--- src/rtl/plc_pkg.sv ---
package plc_pkg;

    typedef enum logic [2:0] {
        OP_WFI      = 3'd0,
        OP_WRS      = 3'd1,
        OP_SFENCE   = 3'd2,
        OP_HF_GVIRT = 3'd3,
        OP_HF_GPHYS = 3'd4,
        OP_HLS_DATA = 3'd5,
        OP_HLS_EXEC = 3'd6,
        OP_SEED     = 3'd7
    } op_kind_e;

    typedef enum logic [1:0] {
        VD_PROCEED = 2'd0,
        VD_ILLEGAL = 2'd1,
        VD_VIRT    = 2'd2
    } verdict_e;

    localparam logic [1:0] LVL_U = 2'd0;
    localparam logic [1:0] LVL_S = 2'd1;
    localparam logic [1:0] LVL_M = 2'd3;

    typedef struct packed {
        op_kind_e   kind;
        logic [1:0] lvl;
        logic       virt;
        logic       has_s;
        logic       tw;
        logic       vtw;
        logic       tvm;
        logic       vtvm;
        logic       hu;
        logic       spvp;
        logic       gsum;
        logic       ro;
    } req_ctx_t;

    typedef struct packed {
        verdict_e   vd;
        logic       halt;
        logic       flush;
        logic       hls;
        logic [2:0] mode;
    } decision_t;

    function automatic decision_t proceed_only();
        decision_t d;
        d = '0;
        d.vd = VD_PROCEED;
        return d;
    endfunction

    function automatic decision_t fault(input verdict_e v);
        decision_t d;
        d = '0;
        d.vd = v;
        return d;
    endfunction

endpackage

--- src/rtl/plc_capture.sv ---
module plc_capture
    import plc_pkg::*;
(
    input  logic     clk,
    input  logic     rst,
    input  logic     in_valid,
    input  req_ctx_t in_ctx,
    output logic     held_valid,
    output req_ctx_t held_ctx
);
    always_ff @(posedge clk) begin
        if (rst) begin
            held_valid <= 1'b0;
            held_ctx   <= '0;
        end else begin
            held_valid <= in_valid;
            if (in_valid) held_ctx <= in_ctx;
        end
    end
endmodule

--- src/rtl/plc_rules.sv ---
module plc_rules
    import plc_pkg::*;
(
    input  req_ctx_t  ctx,
    output decision_t dec
);
    logic is_u, is_s, is_m;

    always_comb begin
        is_u = (ctx.lvl == LVL_U);
        is_s = (ctx.lvl == LVL_S);
        is_m = (ctx.lvl == LVL_M);
    end

    // Guest-virtual fence rules, reused by the guest-physical fence.
    function automatic decision_t gvirt_fence(input req_ctx_t c, input logic m, input logic s);
        decision_t d;
        if (c.virt)                 d = fault(VD_VIRT);
        else if (m || s) begin
            d = proceed_only();
            d.flush = 1'b1;
        end else                    d = fault(VD_ILLEGAL);
        return d;
    endfunction

    always_comb begin
        dec = proceed_only();
        unique case (ctx.kind)
            OP_WFI: begin
                if (((is_s || (!ctx.has_s && is_u)) && ctx.tw) ||
                    (ctx.has_s && is_u && !ctx.virt))
                    dec = fault(VD_ILLEGAL);
                else if (ctx.virt && (is_u || (is_s && ctx.vtw)))
                    dec = fault(VD_VIRT);
                else
                    dec.halt = 1'b1;
            end
            OP_WRS: begin
                if (ctx.virt && (is_s || is_u) && ctx.vtw && !ctx.tw)
                    dec = fault(VD_VIRT);
                else if (!is_m && ctx.tw)
                    dec = fault(VD_ILLEGAL);
            end
            OP_SFENCE: begin
                if (!ctx.virt && (is_u || (is_s && ctx.tvm)))
                    dec = fault(VD_ILLEGAL);
                else if (ctx.virt && (is_u || ctx.vtvm))
                    dec = fault(VD_VIRT);
                else
                    dec.flush = 1'b1;
            end
            OP_HF_GVIRT: dec = gvirt_fence(ctx, is_m, is_s);
            OP_HF_GPHYS: begin
                if (is_s && !ctx.virt && ctx.tvm) dec = fault(VD_ILLEGAL);
                else                              dec = gvirt_fence(ctx, is_m, is_s);
            end
            OP_HLS_DATA, OP_HLS_EXEC: begin
                if (!is_m && ctx.virt)
                    dec = fault(VD_VIRT);
                else if (!is_m && is_u && !ctx.hu)
                    dec = fault(VD_ILLEGAL);
                else begin
                    dec.hls  = 1'b1;
                    dec.mode = {1'b1,
                                (ctx.kind == OP_HLS_DATA) && ctx.spvp && ctx.gsum,
                                ctx.spvp};
                end
            end
            OP_SEED: begin
                if (ctx.ro) dec = fault(VD_ILLEGAL);
            end
            default: dec = proceed_only();
        endcase
    end
endmodule

--- src/rtl/plc_emit.sv ---
module plc_emit
    import plc_pkg::*;
#(
    parameter int CAUSE_W   = 5,
    parameter int ILL_CODE  = 2,
    parameter int VIRT_CODE = 22
) (
    input  logic               valid,
    input  decision_t          dec,
    output logic               out_valid,
    output logic [1:0]         out_verdict,
    output logic [CAUSE_W-1:0] out_cause,
    output logic               out_halt,
    output logic               out_flush,
    output logic               out_hls,
    output logic [2:0]         out_mode
);
    localparam logic [CAUSE_W-1:0] ILL_C  = CAUSE_W'(ILL_CODE);
    localparam logic [CAUSE_W-1:0] VIRT_C = CAUSE_W'(VIRT_CODE);

    always_comb begin
        out_valid   = valid;
        out_verdict = valid ? dec.vd : VD_PROCEED;
        out_halt    = valid && dec.halt;
        out_flush   = valid && dec.flush;
        out_hls     = valid && dec.hls;
        out_mode    = (valid && dec.hls) ? dec.mode : 3'd0;
        out_cause   = '0;
        if (valid) begin
            case (dec.vd)
                VD_ILLEGAL: out_cause = ILL_C;
                VD_VIRT:    out_cause = VIRT_C;
                default:    out_cause = '0;
            endcase
        end
    end
endmodule

--- src/rtl/plc_top.sv ---
module plc_top
    import plc_pkg::*;
#(
    parameter int CAUSE_W   = 5,
    parameter int ILL_CODE  = 2,
    parameter int VIRT_CODE = 22
) (
    input  logic               clk,
    input  logic               rst,
    input  logic               op_valid,
    input  logic [2:0]         op_kind,
    input  logic [1:0]         priv,
    input  logic               virt_on,
    input  logic               has_smode,
    input  logic               trap_wait,
    input  logic               vtrap_wait,
    input  logic               trap_vm,
    input  logic               vtrap_vm,
    input  logic               hyp_user,
    input  logic               spvp,
    input  logic               guest_sum,
    input  logic               seed_ro,
    output logic               res_valid,
    output logic [1:0]         verdict,
    output logic [CAUSE_W-1:0] cause,
    output logic               halt_req,
    output logic               flush_req,
    output logic               hls_valid,
    output logic [2:0]         hls_mode
);
    req_ctx_t  in_ctx, held_ctx;
    logic      held_valid;
    decision_t dec;

    always_comb begin
        in_ctx.kind  = op_kind_e'(op_kind);
        in_ctx.lvl   = priv;
        in_ctx.virt  = virt_on;
        in_ctx.has_s = has_smode;
        in_ctx.tw    = trap_wait;
        in_ctx.vtw   = vtrap_wait;
        in_ctx.tvm   = trap_vm;
        in_ctx.vtvm  = vtrap_vm;
        in_ctx.hu    = hyp_user;
        in_ctx.spvp  = spvp;
        in_ctx.gsum  = guest_sum;
        in_ctx.ro    = seed_ro;
    end

    plc_capture u_cap (
        .clk(clk), .rst(rst), .in_valid(op_valid), .in_ctx(in_ctx),
        .held_valid(held_valid), .held_ctx(held_ctx)
    );

    plc_rules u_rules (.ctx(held_ctx), .dec(dec));

    plc_emit #(.CAUSE_W(CAUSE_W), .ILL_CODE(ILL_CODE), .VIRT_CODE(VIRT_CODE)) u_emit (
        .valid(held_valid), .dec(dec),
        .out_valid(res_valid), .out_verdict(verdict), .out_cause(cause),
        .out_halt(halt_req), .out_flush(flush_req),
        .out_hls(hls_valid), .out_mode(hls_mode)
    );
endmodule

--- config.mk ---
export PLATFORM = sky130hd
export DESIGN_NAME = plc_top
export DESIGN_NICKNAME = d
export VERILOG_FILES = /design/src/rtl/plc_pkg.sv /design/src/rtl/plc_capture.sv /design/src/rtl/plc_rules.sv /design/src/rtl/plc_emit.sv /design/src/rtl/plc_top.sv
export SDC_FILE = /design/constraint.sdc
export NUM_CORES = 1
export LEC_CHECK = 0
export ABC_AREA = 1
export BUFFER_PORTS_ARGS = -buffer_cell sky130_fd_sc_hd__buf_4
export CAP_MARGIN = 15
export CORE_MARGIN = 5
export CORE_UTILIZATION = 30
export DETAILED_ROUTE_END_ITERATION = 10
export GPL_ROUTABILITY_DRIVEN = 0
export GPL_TIMING_DRIVEN = 0
export PLACE_DENSITY = 0.62
export SYNTH_ARGS = -nofsm -noshare
export SYNTH_HDL_FRONTEND = slang
export SYNTH_SLANG_ARGS = --single-unit
--- constraint.sdc ---
create_clock -name clk -period 2.8 [get_ports clk]
set_input_delay 0.28 -clock clk [delete_from_list [all_inputs] [get_ports clk]]
set_output_delay 0.28 -clock clk [all_outputs]
set_load 0.005 [all_outputs]
==> flow_metrics.tcl, run 1 <==
set metrics [dict create \
    io_pins 32 \
    critPathKind "reg2out" \
    skew_ns 0 \
    critPathRequiredTime_ns 2.52 \
    place_ws_ns 0.949 \
    path_clk_slew_ns 0.10 \
    synth.area.top_cells "dfxtp_1 33%, nand2_1 13%, nor2_1 7.3%" \
    critPathMaxFanout 8 \
    yosysMostFrequentCell "nand2_1" \
    wirelength_mm 2.40 \
    num_vias 1018 \
    antenna_cells 0 \
    cts_buffers 3 \
    switching_power_uw 157 \
    internal_power_uw 375 \
    fin_crit_ns 2.16 \
    tns_ns 0 \
    cts.path.max_buffers 2 \
    min_from "spvp" \
    ys_types 22 \
    vdd_drop_max_uv 277 \
    ctsResizeCount 0 \
    yosysWarnings 0 \
    cp_common_cell "nand2_1" \
    antenna_left 0 \
    grt_pass1_wl_mm 3.88 \
    whs_endpoint "u_cap.held_ctx[2]$_SDFFE_PP0P_" \
    startpoint "u_cap.held_ctx[9]$_SDFFE_PP0P_" \
    worst-path-stages 13 \
    grt_usage 0.112 \
    r2r-start "u_cap.held_ctx[9]$_SDFFE_PP0P_" \
    netlist.area_leader.share 0.326 \
    syn_inst 152 \
    synth-edff-count 0 \
    setup_slack_ns 0.640 \
    drv_cap 0 \
    grt_pass1_vias 907 \
    cp_top_family "simple AND/OR/NAND/NOR gates" \
    coreArea_sq_mm 0.00310 \
    drtIter0Drc 14 \
    critPathSlowestCell "dfxtp_1" \
    rsz0062_at_grt "no" \
    htreeDepth 1 \
    cp-end-kind "output pin" \
    grt_max_degree 11 \
    synth_common_cells "34 x nand2_1, 19 x nor2_1, 16 x dfxtp_1, 15 x inv_1, 10 x a21oi_1" \
    r2r_end "u_cap.held_ctx[9]$_SDFFE_PP0P_" \
    hold_path_depth 3 \
    multi_input_area_sq_um 532 \
    path_buf_inv 5 \
    ff_latch_area_sq_um 320 \
    start_util 0.317 \
    crit_chain "inv_2 > nand2_1 > nor2_1 > nand2_1 > nand2_1 > nor2_2 > nand3_2 > inv_1 > ha_1 > nand2_1 > inv_1 > buf_4 > buf_4" \
    routed_via_density 4.45 \
    period_share 0.771 \
    clockRootBuffer "clkbuf_4" \
    final_nets 205 \
    syn-cell-area_sq_um 983 \
    cts_hold_buf 0 \
    outcome "finished clean" \
    hold_path_class "in2reg" \
    critical_path_arrival_ns 1.88 \
    die-area_sq_mm 0.00452 \
    remaining_drc_errors 0 \
    areaGrowthSynthToFinish_pct 31.0 \
    dp_hpwl_mm 1.96 \
    fill_cells 362 \
    die_h_um 67.3 \
    start_kind "register" \
    cts_tree "yes" \
    hold_viol 0 \
    power_frac_comb 0.226 \
    fmax_ghz 0.463 \
    p_leak_uw 0.000644 \
    clkPwrFrac 0.291 \
    p_total_uw 532 \
    rrSetupSlack_ns 1.90 \
    routedWlPerCell_um 10.5 \
    synth_top_area_cell "dfxtp_1" \
    rows 20 \
    ys_ff_latch 16 \
    p_sw_frac 0.294 \
    globalRouteOverflowTotal 0 \
    drive_gt1_frac 0.314 \
    finalSetupViolCount 0 \
    die_w_um 67.3 \
    seq_area_frac_synth 0.326 \
    post-cts-setup-buffers 0 \
    worst-r2r-cell-count 2 \
    avgSynthCellArea_sq_um 6.47 \
    seq_power_share 0.483 \
    grt_antenna_before_repair 0 \
    cp_slowest_stage_delay_ns 0.39 \
    async_flop_share 0 \
    synthFlopType "dfxtp_1" \
    clock_sinks 16 \
    io_buffers 28 \
    power_density_mw_per_mm2 413 \
    drv_slew 0 \
    dr.pass1.iters 4 \
    clock_latency_ns 0.29 \
]
-- cells in the final DEF, fill, tap and decap left out --
cell type,count
nand2_1,34
buf_4,32
nor2_1,19
dfxtp_1,16
inv_1,15
a21oi_1,10
nand3_1,9
a211oi_1,9
inv_2,7
nor2_2,5
nand4_1,4
buf_2,3
nand3_2,3
o21ai_0,3
clkbuf_4,3
nand2_2,2
o21ai_1,2
clkbuf_1,2
conb_1,2
o21ai_2,1
nor2_4,1
nor4_1,1
ha_1,1
clkbuf_8,1
-- worst max path at each step --
stage	endpoint	slack [ns]
floorplan	cause[4]	1.21
global route	cause[4]	0.47
global placement	cause[4]	0.96
detailed placement	cause[4]	0.95
CTS	cause[4]	0.63
finish	cause[4]	0.64
-- per-stage QoR --
| step | util | instance area [sq um] | cells | hold WS, ns |
|---|---|---|---|---|
| global placement | 0.404 | 1250 | 225 | 0.456 |
| finish | 0.415 | 1290 | 229 | 0.238 |
| floorplan | - | 987 | 153 | 0.420 |
| CTS | 0.415 | 1290 | 229 | 0.232 |
| global route | 0.415 | 1290 | 229 | 0.231 |
| detailed placement | 0.404 | 1250 | 225 | 0.464 |
-- sequential cells by signal, summed over array words and instances, names as in the netlist --
register and count:
u_cap.held_ctx 15, u_cap.held_valid 1
-- logic make-up (layout without fill, tap and decap cells) --
logic type,count (synthesis),after routing,share of synthesized area
AOI/OAI and AO/OA,25,25,0.154
adders and majority gates,1,1,0.0127
buffers and inverters,31,63,0.137
DFF,16,16,0.326
other,1,2,0.00381
and+or+nand+nor,78,78,0.366
-- worst min-delay path, delay by kind of cell --
kind                   cells  cell delay (ns)
AOI/OAI and AO/OA          1             0.05
buffers and inverters      1             0.11
and+or+nand+nor            1             0.05
-- final cells by class --
type / count / share of cell area
well taps: 44 / 0.0427
inverters: 22 / 0.0641
plain buffers: 9 / 0.0408
clock buffers: 4 / 0.0282
multi-input cells: 106 / 0.413
repair buffers: 28 / 0.163
flip-flops and latches: 16 / 0.249
-- power groups by stage --
stage          logic (uW)  clock network, uW  registers, uW
2_1_floorplan        79.0                  0            258
3_3_place_gp          121                  0            262
3_5_place_dp          122                  0            262
4_1_cts               122                156            257
5_1_grt               138                165            259
6_report              120                155            257
-- metal layers --
layer | GRT usage | share of wire | vias to the layer above
met5 | 0 | 0 | -
met4 | 0.0532 | 0.016 | 0
met3 | 0.0266 | 0.067 | 4
met2 | 0.166 | 0.41 | 26
met1 | 0.152 | 0.50 | 440
li1 | - | - | 548
Note: power is estimated with default switching activity, not from simulation.
==> inputs of run 2 (changes only) <==
ABC_AREA = 0   (was 1)
PLACE_DENSITY = 0.64   (was 0.62)
clock period = 1.9 ns   (was 2.8 ns; I/O delays follow)
==> run 2 against run 1 <==
- the run now ends with negative setup slack left
- die area grew 1.3%
- non-clock buffer count grew 11
- register-to-register slack lost 0.89 ns
- clock power grew 9%
- worst setup slack lost 0.85 ns
- synthesized cell count shrank 21%
- critical path depth shrank 4
- clock skew is the same
- global-route usage grew 1.0 points
- total power grew 51%
- critical path type unchanged
- largest cell class unchanged
- highest routed layer unchanged
==> flow_metrics.tcl, run 2 <==
set metrics [dict create \
    netlist.area_leader.share 0.321 \
    drv_slew 0 \
    placed_cells 195 \
    syn-cell-area_sq_um 998 \
    fin_crit_ns 2.11 \
    critPathMaxFanout 10 \
    grt_max_degree 11 \
    drv_cap 0 \
    drive_gt1_frac 0.469 \
    violations "negative setup slack" \
    largest-register "u_cap.held_ctx" \
    synth-edff-count 0 \
    fin_cells 206 \
    synth.area.top_cells "dfxtp_1 32%, mux2i_1 16%, nor2_1 7.5%" \
    async_flop_share 0 \
    hold_path_class "in2reg" \
    final_nets 181 \
    finalSetupViolCount 3 \
    die_h_um 67.7 \
    grt_usage 0.122 \
    clock_latency_ns 0.27 \
    htreeDepth 1 \
    setup_slack_ns -0.212 \
    synthFlopType "dfxtp_1" \
    cts_buffers 3 \
    grt_antenna_before_repair 0 \
    p_leak_uw 0.000667 \
    place_ws_ns -0.122 \
    fmax_ghz 0.473 \
    dr.pass1.iters 4 \
    globalRouteOverflowTotal 0 \
    io_pins 32 \
    vdd_drop_max_uv 160 \
    p_total_uw 801 \
    avgSynthCellArea_sq_um 8.32 \
    ys_types 38 \
    die_w_um 67.7 \
    rsz0062_at_grt "yes" \
    yosysMostFrequentCell "nor2_1" \
    clockRootBuffer "clkbuf_4" \
    yosysWarnings 0 \
    grt_pass1_vias 942 \
    final_common_cell "buf_4" \
    final_cell_mix "37 x buf_4, 19 x nor2_1, 16 x mux2i_1" \
    ys_ff_latch 16 \
    start_kind "register" \
    critPathRequiredTime_ns 1.71 \
    drtIter0Drc 47 \
    routedWlPerCell_um 13.0 \
    rows 21 \
    hold_viol 0 \
    synth_common_cells "20 x nor2_1, 16 x dfxtp_1, 16 x mux2i_1, 6 x a21oi_1, 6 x nand2_1" \
    power_density_mw_per_mm2 541 \
    critical_path_arrival_ns 1.92 \
    clock_sinks 16 \
    seq_area_frac_synth 0.321 \
    coreArea_sq_mm 0.00328 \
    grt_pass1_wl_mm 4.22 \
    dp_hpwl_mm 1.98 \
    outcome "finished with violations" \
    num_vias 1023 \
    io_buffers 28 \
    cts_tree "yes" \
    cp-end-kind "output pin" \
    remaining_drc_errors 0 \
    cts.path.max_buffers 2 \
    die-area_sq_mm 0.00458 \
    largest_reg_flops 15 \
    period_share 1.11 \
    antenna_left 0 \
    routed_via_density 4.97 \
    top_regs "u_cap.held_ctx: 15 flops, u_cap.held_valid: 1 flops" \
    critPathKind "reg2out" \
    areaGrowthSynthToFinish_pct 48.5 \
    synth_top_area_cell "dfxtp_1" \
    wirelength_mm 2.68 \
    path_clk_slew_ns 0.08 \
    antenna_cells 0 \
    start_util 0.304 \
    syn_inst 120 \
    skew_ns 0 \
]
run 2: changes by cell type after synthesis, moves of 4 or more:
cell      previous run  this run
nand2_1             34         6
mux2i_1              0        16
inv_1               15         4
nand3_1              9         1
a211oi_1             9         2
inv_2                7         0
nor2_2               5         0
a21oi_1             10         6
nand4_1              4         0
run 2: report_power, final:
group	leakage, uW	total (uW)	switching (uW)	internal [uW]
Combinational	0.000518	255	117	138
Clock	0.0000138	169	95.9	73.4
Sequential	0.000135	377	21.7	355
run 2: layout make-up:
class,instances,area (sq um)
fillers,341,1800
multi-input cells,89,673
flip-flops and latches,16,333
repair buffers,36,282
plain buffers,12,100
well taps,46,57.6
clock buffers,3,22.5
inverters,4,15.0
run 2: critical path, stage by stage (launching register included):
cell      delay, ns
dfxtp_2        0.33
buf_6          0.14
nor2_1         0.13
nand3_1        0.12
a221oi_2       0.28
o31ai_2        0.12
ha_2           0.18
and2_4         0.13
buf_6          0.10
buf_6          0.10
run 2: final timing paths:
kind	startpoint	endpoint	slack, ns	cells after the start
hold reg to reg	u_cap.held_ctx[1]$_SDFFE_PP0P_	u_cap.held_ctx[1]$_SDFFE_PP0P_	0.51	2
hold / removal	rst	u_cap.held_ctx[10]$_SDFFE_PP0P_	0.11	2
setup reg to reg	u_cap.held_ctx[13]$_SDFFE_PP0P_	u_cap.held_ctx[13]$_SDFFE_PP0P_	1.01	4
setup / recovery	u_cap.held_ctx[11]$_SDFFE_PP0P_	cause[4]	-0.21	9
run 2: logic make-up after synthesis:
family | after synthesis | synth area share
fa+ha+maj | 1 | 0.0125
mux | 16 | 0.160
compound gates | 24 | 0.177
other cells | 1 | 0.00376
simple gates | 45 | 0.224
xor+xnor | 1 | 0.00877
flops | 16 | 0.321
buf+inv | 16 | 0.0927
run 2: per-stage QoR:
| stage | instance area, sq um | hold WS, ns | utilization | TNS, ns |
|---|---|---|---|---|
| 2_1_floorplan | 1000 | 0.262 | - | 0 |
| 3_3_place_gp | 1270 | 0.411 | 0.387 | -0.0738 |
| 3_5_place_dp | 1270 | 0.413 | 0.387 | -0.162 |
| 4_1_cts | 1400 | 0.105 | 0.427 | -0.533 |
| 5_1_grt | 1480 | 0.0980 | 0.451 | -0.956 |
| 6_report | 1480 | 0.108 | 0.451 | -0.536 |
run 2: metal layers:
metal / global-route usage / routed length [um] / vias up
li1: - / - / 498
met1: 0.144 / 1120 / 489
met2: 0.210 / 1370 / 34
met3: 0.0133 / 156 / 2
met4: 0.0734 / 41 / 0
met5: 0 / 0 / -
run 2: timing repair:
action / CTS / global route
pin swaps: 5 / 9
setup buffers: 5 / 3
gates resized for setup: 22 / 14
hold buffers: 0 / 0
hold endpoints to repair: 0 / 0
setup endpoints to repair: 5 / 8
